===== src/rtl/tbr_pkg.sv =====
package tbr_pkg;

    localparam int HADDR_W    = 5;
    localparam int HDATA_W    = 16;
    localparam int SLOT_AW    = 5;
    localparam int SLOT_COUNT = 1 << SLOT_AW;
    localparam int SLOT_MAX_W = 2 * HDATA_W;

    // Bit positions inside the control word.
    localparam int BIT_RD_GO = 15;
    localparam int BIT_WR_GO = 14;
    localparam int BIT_TMODE = 10;

    typedef struct packed {
        logic               tmode;
        logic [SLOT_AW-1:0] src_slot;
        logic [SLOT_AW-1:0] dst_slot;
    } ctrl_t;

    typedef struct packed {
        logic               rd_go;
        logic               wr_go;
        logic [SLOT_AW-1:0] src_slot;
        logic [SLOT_AW-1:0] dst_slot;
    } cmd_t;

    // Width of hidden slot a; 0 means the slot is absent.
    function automatic int slot_width(input int a, input int impl_count);
        if (a >= impl_count || a < 0) return 0;
        return ((11 * a + 4) % 32) + 1;
    endfunction

    function automatic logic [SLOT_MAX_W-1:0] width_mask(input int w);
        if (w <= 0) return '0;
        if (w >= SLOT_MAX_W) return '1;
        return (SLOT_MAX_W'(1) << w) - SLOT_MAX_W'(1);
    endfunction

endpackage


===== src/rtl/tbr_regs.sv =====
module tbr_regs
    import tbr_pkg::*;
(
    input  logic               clk,
    input  logic               rst,
    input  logic               host_we,
    input  logic               sel_ctrl,
    input  logic               sel_stage_lo,
    input  logic               sel_stage_hi,
    input  logic [HDATA_W-1:0] host_wdata,
    output ctrl_t              ctrl_q,
    output cmd_t               cmd,
    output logic [HDATA_W-1:0] stage_lo_q,
    output logic [HDATA_W-1:0] stage_hi_q
);

    ctrl_t ctrl_d;
    logic  ctrl_wr;
    logic  unused_rsvd;

    assign ctrl_wr     = host_we && sel_ctrl;
    assign unused_rsvd = ^host_wdata[13:11];

    always_comb begin
        ctrl_d.tmode    = host_wdata[BIT_TMODE];
        ctrl_d.src_slot = host_wdata[9:5];
        ctrl_d.dst_slot = host_wdata[4:0];
    end

    // Command pulses exist only in the cycle of the control write.
    always_comb begin
        cmd.rd_go    = ctrl_wr && host_wdata[BIT_RD_GO] && host_wdata[BIT_TMODE];
        cmd.wr_go    = ctrl_wr && host_wdata[BIT_WR_GO] && host_wdata[BIT_TMODE];
        cmd.src_slot = ctrl_d.src_slot;
        cmd.dst_slot = ctrl_d.dst_slot;
    end

    always_ff @(posedge clk) begin
        if (rst) begin
            ctrl_q     <= '0;
            stage_lo_q <= '0;
            stage_hi_q <= '0;
        end else begin
            if (ctrl_wr)                 ctrl_q     <= ctrl_d;
            if (host_we && sel_stage_lo) stage_lo_q <= host_wdata;
            if (host_we && sel_stage_hi) stage_hi_q <= host_wdata;
        end
    end

endmodule


===== config.mk =====
export PLATFORM = sky130hd
export DESIGN_NAME = tbr_regs
export DESIGN_NICKNAME = d
export VERILOG_FILES = /design/src/rtl/tbr_pkg.sv /design/src/rtl/tbr_regs.sv
export SDC_FILE = /design/constraint.sdc
export NUM_CORES = 1
export LEC_CHECK = 0
export BUFFER_PORTS_ARGS = -buffer_cell sky130_fd_sc_hd__buf_4
export CAP_MARGIN = 20
export CORE_UTILIZATION = 45
export DETAILED_ROUTE_END_ITERATION = 7
export PLACE_DENSITY = 0.76
export SLEW_MARGIN = 0
export SYNTH_ARGS = -nofsm -noshare
export SYNTH_HDL_FRONTEND = slang
export SYNTH_SLANG_ARGS = --single-unit

===== constraint.sdc =====
create_clock -name clk -period 2.1 [get_ports clk]
set_clock_uncertainty 0.15 [all_clocks]
set_input_delay 0.525 -clock clk [delete_from_list [all_inputs] [get_ports clk]]
set_output_delay 0.525 -clock clk [all_outputs]
set_load 0.005 [all_outputs]

==> results of run 1 <==
## layout make-up
class / instances / share of cell area
flip-flops and latches: 43 / 0.353
well taps: 48 / 0.0247
repair buffers: 77 / 0.237
clock buffers: 8 / 0.0411
multi-input cells: 108 / 0.344
## worst min path at each step
stage / start / to / slack (ns)
finish: stage_lo_q[10]$_SDFFE_PP0P_ / stage_lo_q[10]$_SDFFE_PP0P_ / 0.33
global route: ctrl_q[6]$_SDFFE_PP0P_ / ctrl_q[6]$_SDFFE_PP0P_ / 0.35
floorplan: stage_lo_q[0]$_SDFFE_PP0P_ / stage_lo_q[0]$_SDFFE_PP0P_ / 0.31
global placement: stage_lo_q[14]$_SDFFE_PP0P_ / stage_lo_q[14]$_SDFFE_PP0P_ / 0.31
detailed placement: ctrl_q[5]$_SDFFE_PP0P_ / ctrl_q[5]$_SDFFE_PP0P_ / 0.32
CTS: stage_hi_q[5]$_SDFFE_PP0P_ / stage_hi_q[5]$_SDFFE_PP0P_ / 0.33
## worst max-delay path, stage by stage
cell and delay, ns:
buf_4 0.12, and2_1 0.19, and3_1 0.19, buf_4 0.13
## power groups by stage
stage / clock [W] / sequential (W) / combinational [W]
detailed placement: 0 / 0.000897 / 0.000241
global placement: 0 / 0.000897 / 0.000238
finish: 0.000561 / 0.000879 / 0.000238
floorplan: 0 / 0.000900 / 0.000121
CTS: 0.000578 / 0.000880 / 0.000241
global route: 0.000616 / 0.000884 / 0.000258
## layout by cell type, fill, tap and decap left out
master / count
buf_4: 77
nand2b_1: 59
mux2i_1: 43
dfxtp_1: 43
clkbuf_8: 7
and2_1: 2
and3_1: 2
nand2_2: 2
clkbuf_1: 1
## sequential cells by signal (all words and copies together) (netlist names)
register	flops
stage_hi_q	16
stage_lo_q	16
ctrl_q	11
## per-stage QoR
stage	hold slack (ns)	instance area (um2)	setup slack, ns	util
CTS	0.331	2440	0.258	0.646
detailed placement	0.317	2340	0.262	0.619
global route	0.346	2440	0.239	0.646
floorplan	0.315	1830	0.556	-
global placement	0.312	2340	0.272	0.619
finish	0.326	2440	0.264	0.646
## kinds of logic after synthesis
kind of cell  Yosys count  share of synthesized area
mux                    43                      0.236
flops                  43                      0.471
simple gates           65                      0.223
buf+inv                19                     0.0705
## routing by layer
layer  wire, um  up-vias  GRT usage
li1           -      675          -
met1       1620      600      0.207
met2       1650       42      0.291
met3        264        7     0.0712
met4         52        0     0.0734
met5          0        -          0
==> results.md, run 1 <==
* R2R setup slack at 1.32 ns
* Max-slew violation count at 0
* Total CTS buffers at 5
* #FFs+latches synth at 43
* Hold crit path type: reg -> reg
* Cell Int Power at 0.00130 W
* Slew @ Worst Pin at 0.553 ns
* Pwr/cell area at 689 nW/um2
* Placed Cells at 276
* DR iter-0 viols at 76
* Crit path DAT at 1.16 ns
* Fin crit period at 1.84 ns
* DP Wirelength at 2420 um
* Core area at 3770 um2
* Main area contributors after synthesis: dfxtp_1, mux2i_1, nand2b_1, buf_4, buf_6
* Proportion of synthesized chip area in sequential cells at 0.471
* H-tree depth at 2
* Final setup violation count at 0
* ANT cells at 0
* Post-CTS setup buffers at 0
* First-pass GRT wire length at 5720 um
* Final Power at 0.00168 W
* CTS tree: built
* Layout cells sized above 1 at 0.364
* Setup TNS at 0 ns
* RSZ-0062 raised after global routing: false
* CP endpoint kind: output port
* FP Rows at 22
* Avg Cell Area, Syn at 10.7 um2
* Cell Area, Synth at 1830 um2
* Clock sink count at 43
* Max_cap viols at 0
* DR vias at 1324
* Sequential share of power at 0.524
* Critical path class: in -> out
* Async SR Flop Fraction at 0
* Worst R2R Start: stage_lo_q[1]$_SDFFE_PP0P_
* Crit path capture: cmd[11]
* Ys flop type: dfxtp_1
* Cell with the most instances after synthesis: nand2b_1
* Clock buffer depth at 2
* Hold Crit Depth at 2
* Net Sw Frac at 0.225
* Drt via density at 4.66
* # DRC at 0
* CTS clk-pin slew, worst paths at 0.07 ns
* Worst endpoint required time at 1.42 ns
* PostCTS Resize Cnt at 0
* Fin cells at 284
* Initial antenna violation count at 0
* Die ar. at 4320 um2
* Reg2reg end: stage_lo_q[1]$_SDFFE_PP0P_
* Leading area contributor after synthesis: dfxtp_1
* Final Hold Viols at 0
* Die width at 65.7 um
* Synth cell types at 10
* IO Pins at 77
* DIE HEIGHT at 65.7 um
* EDFF count, synth at 0
* Maximum number of pins on one net before global-route repair at 60
* Type of origin of the critical path: input pin
* Final Cycle Share at 0.874
* Post-Syn Nets at 192
* Vias in the first global route at 1269
* Comb pwr share at 0.142
* Worst-Skew Late Latency at 0.29 ns
* Psw at 0.000378 W
* Worst R2R Path Depth at 2
* Fmax achieved at 545 MHz
* GRT Total Usage at 0.179
* IO buf count at 76
* Routed len/inst at 12.6 um
* Clock group share of total power at 0.334
* Area of the multi-input gates at 837 um2
* Drt pass-1 iters at 4
* Routability cong. at 0.675
* Number of nets with antenna violations after routing at 0
* # fillers at 334
* Status: completed
* Cts hold-fix bufs at 0
* Clk root buf: clkbuf_8
* Post-synthesis cell count at 170
* Synthesis-to-finish area growth at 33.4%
* Fin nets at 257
* Leak at 1.19 nW
* VDD IR max at 0.469 mV
* Commonest cells post-synth: nand2b_1, dfxtp_1, mux2i_1, buf_4, clkbuf_1
* Worst-path maximum fanout at 4
* Synth Warn # at 0
* Initial Util at 0.484
* Critical Path Source: host_we
* Worst rel slew slack at 0.630
* Reg area at 861 um2
* Area share of the largest cell type after synthesis at 0.471
* WL final at 3590 um
* GRT overflow at 0
(Power assumes the default switching activity.)
==> run 2: changes to the inputs <==
BUFFER_PORTS_ARGS = default   (was -buffer_cell sky130_fd_sc_hd__buf_4)
DONT_BUFFER_PORTS = 1   (was default)
PLACE_DENSITY = default   (was 0.76)
==> run 2 against run 1 <==
Sequential cell count unchanged. Maximum frequency up 17%. Sequential power up 1%. Die area unchanged. Critical endpoint unchanged.
==> results.md, run 2 (synthesis gave the netlist of run 1 again) <==
* DIE HEIGHT at 65.7 um (unchanged)
* Worst-path maximum fanout at 4 (unchanged)
* Final Power at 0.00156 W (-7.3%)
* Max-slew violation count at 0 (unchanged)
* Worst endpoint required time at 1.42 ns (about the same)
* Slowest cell on crit path: and3_1
* Commonest non-fill, non-tap cell in the layout: nand2b_1
* Drt pass-1 iters at 4 (unchanged)
* GRT overflow at 0 (unchanged)
* DR iter-0 viols at 28 (-63%)
* FP Rows at 22 (unchanged)
* Fin cells at 208 (-27%)
* CP cell instances: and2_1 -> and3_1
* Crit path DAT at 0.90 ns (-0.26 ns)
* # DRC at 0 (unchanged)
* Final Cycle Share at 0.750 (-0.124)
* CTS tree: built
* Max_cap viols at 0 (unchanged)
* Slew @ Worst Pin at 0.535 ns (-0.0183 ns)
* Fin crit period at 1.58 ns (-0.261 ns)
* # fillers at 351 (+5.1%)
* Initial antenna violation count at 0 (unchanged)
* Core area at 3770 um2 (unchanged)
* Leak at 0.803 nW (-33%)
* Critical path class: in -> out
* ANT cells at 0 (unchanged)
* Final Hold Viols at 0 (unchanged)
* Setup WS post-layout at 0.525 ns (+0.261 ns)
* Die width at 65.7 um (unchanged)
* VDD IR max at 0.394 mV (-16%)
* Clock buffer depth at 2 (unchanged)
* Crit path max-delay family: simple AND/OR/NAND/NOR gates
* Comb pwr share at 0.069 (-0.073)
* Fmax achieved at 635 MHz (+17%)
* Drt via density at 5.17 (+11%)
* Clock group share of total power at 0.359 (+0.025)
* Routability cong. at 0.618 (-8.4%)
* Placed Cells at 200 (-28%)
* Vias in the first global route at 1149 (-9.5%)
* Number of nets with antenna violations after routing at 0 (unchanged)
* Die ar. at 4320 um2 (unchanged)
* Worst-Skew Late Latency at 0.29 ns (about the same)
* H-tree depth at 2 (unchanged)
* Layout cells sized above 1 at 0.0625 (-0.302)
* Pwr/cell area at 834 nW/um2 (+21%)
* Pre-CTS worst setup slack at 0.520 ns (+0.258 ns)
* RSZ-0062 raised after global routing: false
* Net Sw Frac at 0.218 (-0.00717)
* Initial Util at 0.484 (unchanged)
* Fin util at 0.495 (-0.151)
* Final setup violation count at 0 (unchanged)
* IO buf count at 0 (-100%)
* Cts hold-fix bufs at 0 (unchanged)
* Reg area at 861 um2 (unchanged)
* Synthesis-to-finish area growth at 2.12%
* Worst rel slew slack at 0.642 (+0.0123)
* Status: completed
* WL final at 3240 um (-9.7%)
* Sequential share of power at 0.572 (+0.048)
* Hold crit path type: in -> reg
* Maximum number of pins on one net before global-route repair at 60 (unchanged)
* Crit path depth at 2 (-2)
* Fin nets at 181 (-30%)
* DP Wirelength at 2170 um (-10%)
* GRT Total Usage at 0.167 (-0.0121)
* Post-CTS setup buffers at 0 (unchanged)
* CP bufs+invs at 0 (-2)
* CTS clk-pin slew, worst paths at 0.07 ns (about the same)
* IO Pins at 77 (unchanged)
* PostCTS Resize Cnt at 0 (unchanged)
* Worst R2R Path Depth at 2 (unchanged)
* DR vias at 1075 (-19%)
* Cell Int Power at 0.00122 W (-6.4%)
* Psw at 0.000339 W (-10%)
* First-pass GRT wire length at 5330 um (-6.8%)
* Clk root buf: clkbuf_8
* Largest regs: stage_hi_q (16), stage_lo_q (16), ctrl_q (11)
* Routed len/inst at 15.6 um (+23%)
* Commonest cells after routing, fill and taps aside: nand2b_1, mux2i_1, dfxtp_1
* Setup TNS at 0 ns (unchanged)
* Clock sink count at 43 (unchanged)
* Type of origin of the critical path: input pin
* CP endpoint kind: output port
* Total CTS buffers at 5 (unchanged)
* Slowest stage delay, CP at 0.20 ns (about the same)
* Area of the multi-input gates at 837 um2 (unchanged)
* Hold Crit Depth at 2 (unchanged)
[run 2: metal layers]
layer | global-route usage | share of wire | vias to the layer above
met5 | 0 | 0 | -
met1 | 0.173 | 0.42 | 506
met2 | 0.279 | 0.47 | 43
met4 | 0.0924 | 0.021 | 0
met3 | 0.0712 | 0.087 | 7
li1 | - | - | 519
[run 2: cell type report]
| type | count | share of cell area |
|---|---|---|
| Tap cell | 48 | 0.0322 |
| Sequential cell | 43 | 0.461 |
| Timing Repair Buffer | 1 | 0.00402 |
| Multi-Input combinational cell | 108 | 0.449 |
| Clock buffer | 8 | 0.0537 |
[run 2: path summary, 6_finish.rpt]
| kind | endpoint | slack, ns | start |
|---|---|---|---|
| setup / recovery | cmd[11] | 0.52 | host_we |
| hold / removal | stage_hi_q[15]$_SDFFE_PP0P_ | 0.26 | host_wdata[15] |
| setup reg to reg | ctrl_q[8]$_SDFFE_PP0P_ | 1.31 | ctrl_q[8]$_SDFFE_PP0P_ |
| hold reg to reg | stage_lo_q[0]$_SDFFE_PP0P_ | 0.34 | stage_lo_q[0]$_SDFFE_PP0P_ |
[run 2: stage by stage]
step                      instance area, um2  hold slack, ns
after floorplan                         1830           0.315
after global placement                  1770           0.329
after detailed placement                1770           0.330
after CTS                               1870           0.255
after global routing                    1870           0.261
final                                   1870           0.262
[run 2: power groups by stage]
stage               combinational (W)  clock, W  sequential [W]
finish                       0.000108  0.000558        0.000890
global route                 0.000120  0.000611        0.000895
CTS                          0.000110  0.000582        0.000891
detailed placement           0.000110         0        0.000910
global placement             0.000106         0        0.000908
floorplan                    0.000121         0        0.000900
==> run 3: changes to the inputs <==
ABC_AREA = 1   (was default)
clock period = 1.5 ns   (was 2.1 ns; I/O delays follow)
==> run 3 against run 2 <==
Via count grew 30%. Critical endpoint is now stage_hi_q[2]$_SDFFE_PP0P_. Critical path depth is the same. Synthesized area is 6.8% lower. Sequential cell count did not move. Critical path type is now in -> reg. Utilization is 1.1 points lower. Die area decreased by 6.6%. Register-to-register slack lost 0.63 ns.
==> results.md, run 3 <==
* Main area contributors after synthesis: dfxtp_1, a21oi_1, nand3_1, nand2_1, buf_4
* Crit path depth at 2 (unchanged)
* Fin crit period at 1.25 ns
* DR iter-0 viols at 118 (+320%)
* Clock buffer depth at 2 (unchanged)
* CP cell instances: dlygate4sd3_1 -> a21oi_1
* Drt pass-1 iters at 4 (unchanged)
* Slowest stage delay, CP at 0.79 ns (+0.59 ns)
* Avg Cell Area, Syn at 8.23 um2 (-23%)
* Mux share of post-synthesis cell area at 0 (-0.236)
* Clk root buf: clkbuf_8
* GRT Total Usage at 0.226 (+0.0590)
* # fillers at 353 (+0.57%)
* EDFF count, synth at 0 (unchanged)
* # DRC at 0 (unchanged)
* Compound-Gate Fraction of Synth Area at 0.126 (+0.126)
* Synth cell types at 12 (+2)
* Pre-CTS worst setup slack at 0.277 ns (-0.243 ns)
* Slew @ Worst Pin at 0.712 ns (+0.177 ns)
* Final Hold Viols at 0 (unchanged)
* Drt via density at 5.92 (+14%)
* Number of nets with antenna violations after routing at 0 (unchanged)
* GRT overflow at 0 (unchanged)
* Pwr/cell area at 1210 nW/um2 (+45%)
* IO buf count at 0 (unchanged)
* Worst-path maximum fanout at 12 (+8)
* ANT cells at 0 (unchanged)
* Critical Path Source: rst
* Fin util at 0.483 (-0.0113)
* Leading area contributor after synthesis: dfxtp_1
* R2R setup slack at 0.68 ns (-0.63 ns)
* Routed len/inst at 18.9 um (+21%)
* DP Wirelength at 2860 um (+32%)
* Post-Syn Nets at 229 (+19%)
* XOR/XNOR share of the synthesized area at 0 (unchanged)
* Hold crit path type: in -> reg
* Worst R2R Start: ctrl_q[1]$_SDFFE_PP0P_
* Fin nets at 213 (+18%)
* Setup TNS at 0 ns (unchanged)
* Largest regs: stage_hi_q (16), stage_lo_q (16), ctrl_q (11)
* Post-synthesis cell count at 207 (+22%)
* Type of origin of the critical path: input pin
* Initial antenna violation count at 0 (unchanged)
* Synthesis-to-finish area growth at -1.54%
* H-tree depth at 2 (unchanged)
* Final Cycle Share at 0.834
* Worst R2R Path Depth at 2 (unchanged)
* Leak at 0.591 nW (-26%)
* RSZ-0062 raised after global routing: false
* Setup WS post-layout at 0.249 ns (-0.276 ns)
* CTS clk-pin slew, worst paths at 0.07 ns (about the same)
* #FFs+latches synth at 43 (unchanged)
* Commonest non-fill, non-tap cell in the layout: nand2_1
* First-pass GRT wire length at 6930 um (+30%)
* Final setup violation count at 0 (unchanged)
* Initial Util at 0.491 (+0.00658)
* Worst-Skew Late Latency at 0.28 ns (about the same)
* Crit path max-delay family: buffers and inverters
* FP Rows at 21 (-4.5%)
* CP endpoint kind: flip-flop
* Clock sink count at 43 (unchanged)
* Commonest cells after routing, fill and taps aside: nand2_1, nand3_1, a21oi_1, dfxtp_1, clkbuf_8
* Reg2reg end: ctrl_q[1]$_SDFFE_PP0P_
* Adder-Cell Fraction of Synth Area at 0 (unchanged)
* VDD IR max at 0.574 mV (+46%)
* Total CTS buffers at 5 (unchanged)
* Proportion of synthesized chip area in sequential cells at 0.506 (+0.0343)
* Commonest cells post-synth: nand2_1, a21oi_1, dfxtp_1, nand3_1, buf_4
* Max_cap viols at 0 (unchanged)
* Status: completed
* Fin cells at 236 (+13%)
* Routability cong. at 0.773 (+25%)
* Fmax achieved at 799 MHz
* WL final at 4450 um (+38%)
* Async SR Flop Fraction at 0 (unchanged)
* Worst rel slew slack at 0.525 (-0.117)
* Die width at 63.5 um (-3.3%)
* Cell with the most instances after synthesis: nand2_1
* Die ar. at 4030 um2 (-6.6%)
* Ys flop type: dfxtp_1
* Max-slew violation count at 0 (unchanged)
* Vias in the first global route at 1314 (+14%)
* Area share of the largest cell type after synthesis at 0.506 (+0.0343)
* Main combinational cell family by area after synthesis: simple AND/OR/NAND/NOR gates
* IO Pins at 77 (unchanged)
* Critical path class: in -> reg
* CTS tree: built
* DIE HEIGHT at 63.5 um (-3.3%)
* Slowest cell on crit path: dlygate4sd3_1
* Final Power at 0.00202 W (+30%)
* Synth Warn # at 0 (unchanged)
* Crit path DAT at 1.25 ns (+0.35 ns)
* Core area at 3470 um2 (-8.0%)
* Hold Crit Depth at 1 (-1)
* Maximum number of pins on one net before global-route repair at 47 (-22%)
* Placed Cells at 225 (+13%)
* Worst endpoint required time at 1.50 ns (+0.08 ns)
* Crit path capture: stage_hi_q[2]$_SDFFE_PP0P_
* DR vias at 1396 (+30%)
* Cell Area, Synth at 1700 um2 (-6.8%)
* CP bufs+invs at 1 (+1)
* Synth Area in Simple Gates at 0.241 (+0.0184)
* Layout cells sized above 1 at 0.0368 (-0.0257)
run 3: logic make-up after synthesis:
logic type | after synthesis
AO/OA/AOI/OAI | 43
flip-flops | 43
AND/OR/NAND/NOR | 91
buffers and inverters | 30
run 3: how the worst min path moves through the flow:
stage | startpoint | to
final | rst | stage_hi_q[4]$_SDFFE_PP0P_
after detailed placement | rst | ctrl_q[2]$_SDFFE_PP0P_
after global placement | rst | stage_hi_q[0]$_SDFFE_PP0P_
after global routing | rst | stage_hi_q[6]$_SDFFE_PP0P_
after CTS | rst | stage_lo_q[6]$_SDFFE_PP0P_
after floorplan | stage_hi_q[10]$_SDFFE_PP0P_ | stage_hi_q[10]$_SDFFE_PP0P_
run 3: area by class of cell:
class / count / area (um2) / area share
Inverter: 2 / 7.51 / 0.00448
Tap cell: 46 / 57.6 / 0.0343
Multi-Input combinational cell: 134 / 626 / 0.373
Sequential cell: 43 / 861 / 0.513
Timing Repair Buffer: 5 / 52.6 / 0.0313
Clock buffer: 6 / 72.6 / 0.0433
run 3: report_power, final:
group          leakage (nW)  total [W]  switching (W)  internal (W)
logic                 0.202   0.000127      0.0000721     0.0000547
clock network        0.0371   0.000662       0.000352      0.000310
registers             0.352    0.00123      0.0000403       0.00119
run 3: repair_timing:
item | 4_1_cts | 5_1_grt
resized for setup | 0 | 1
setup endpoints to repair | 0 | 16
hold buffers | 3 | 2
buffers inserted | 0 | 0
endpoints found under the hold margin | 18 | 6
run 3: routing by layer:
metal	part of all wire	vias up	global-route usage	wire length, um
li1	-	647	-	-
met1	0.40	657	0.278	1770
met2	0.48	88	0.344	2120
met3	0.12	4	0.0960	538
met4	0.0070	0	0.0909	31
met5	0	-	0	0
run 3: metrics by stage:
step                instance area [um2]  hold WS [ns]
global route                       1680       0.00195
CTS                                1650      0.000142
detailed placement                 1550         0.299
global placement                   1550         0.299
floorplan                          1700         0.305
finish                             1680       0.00571
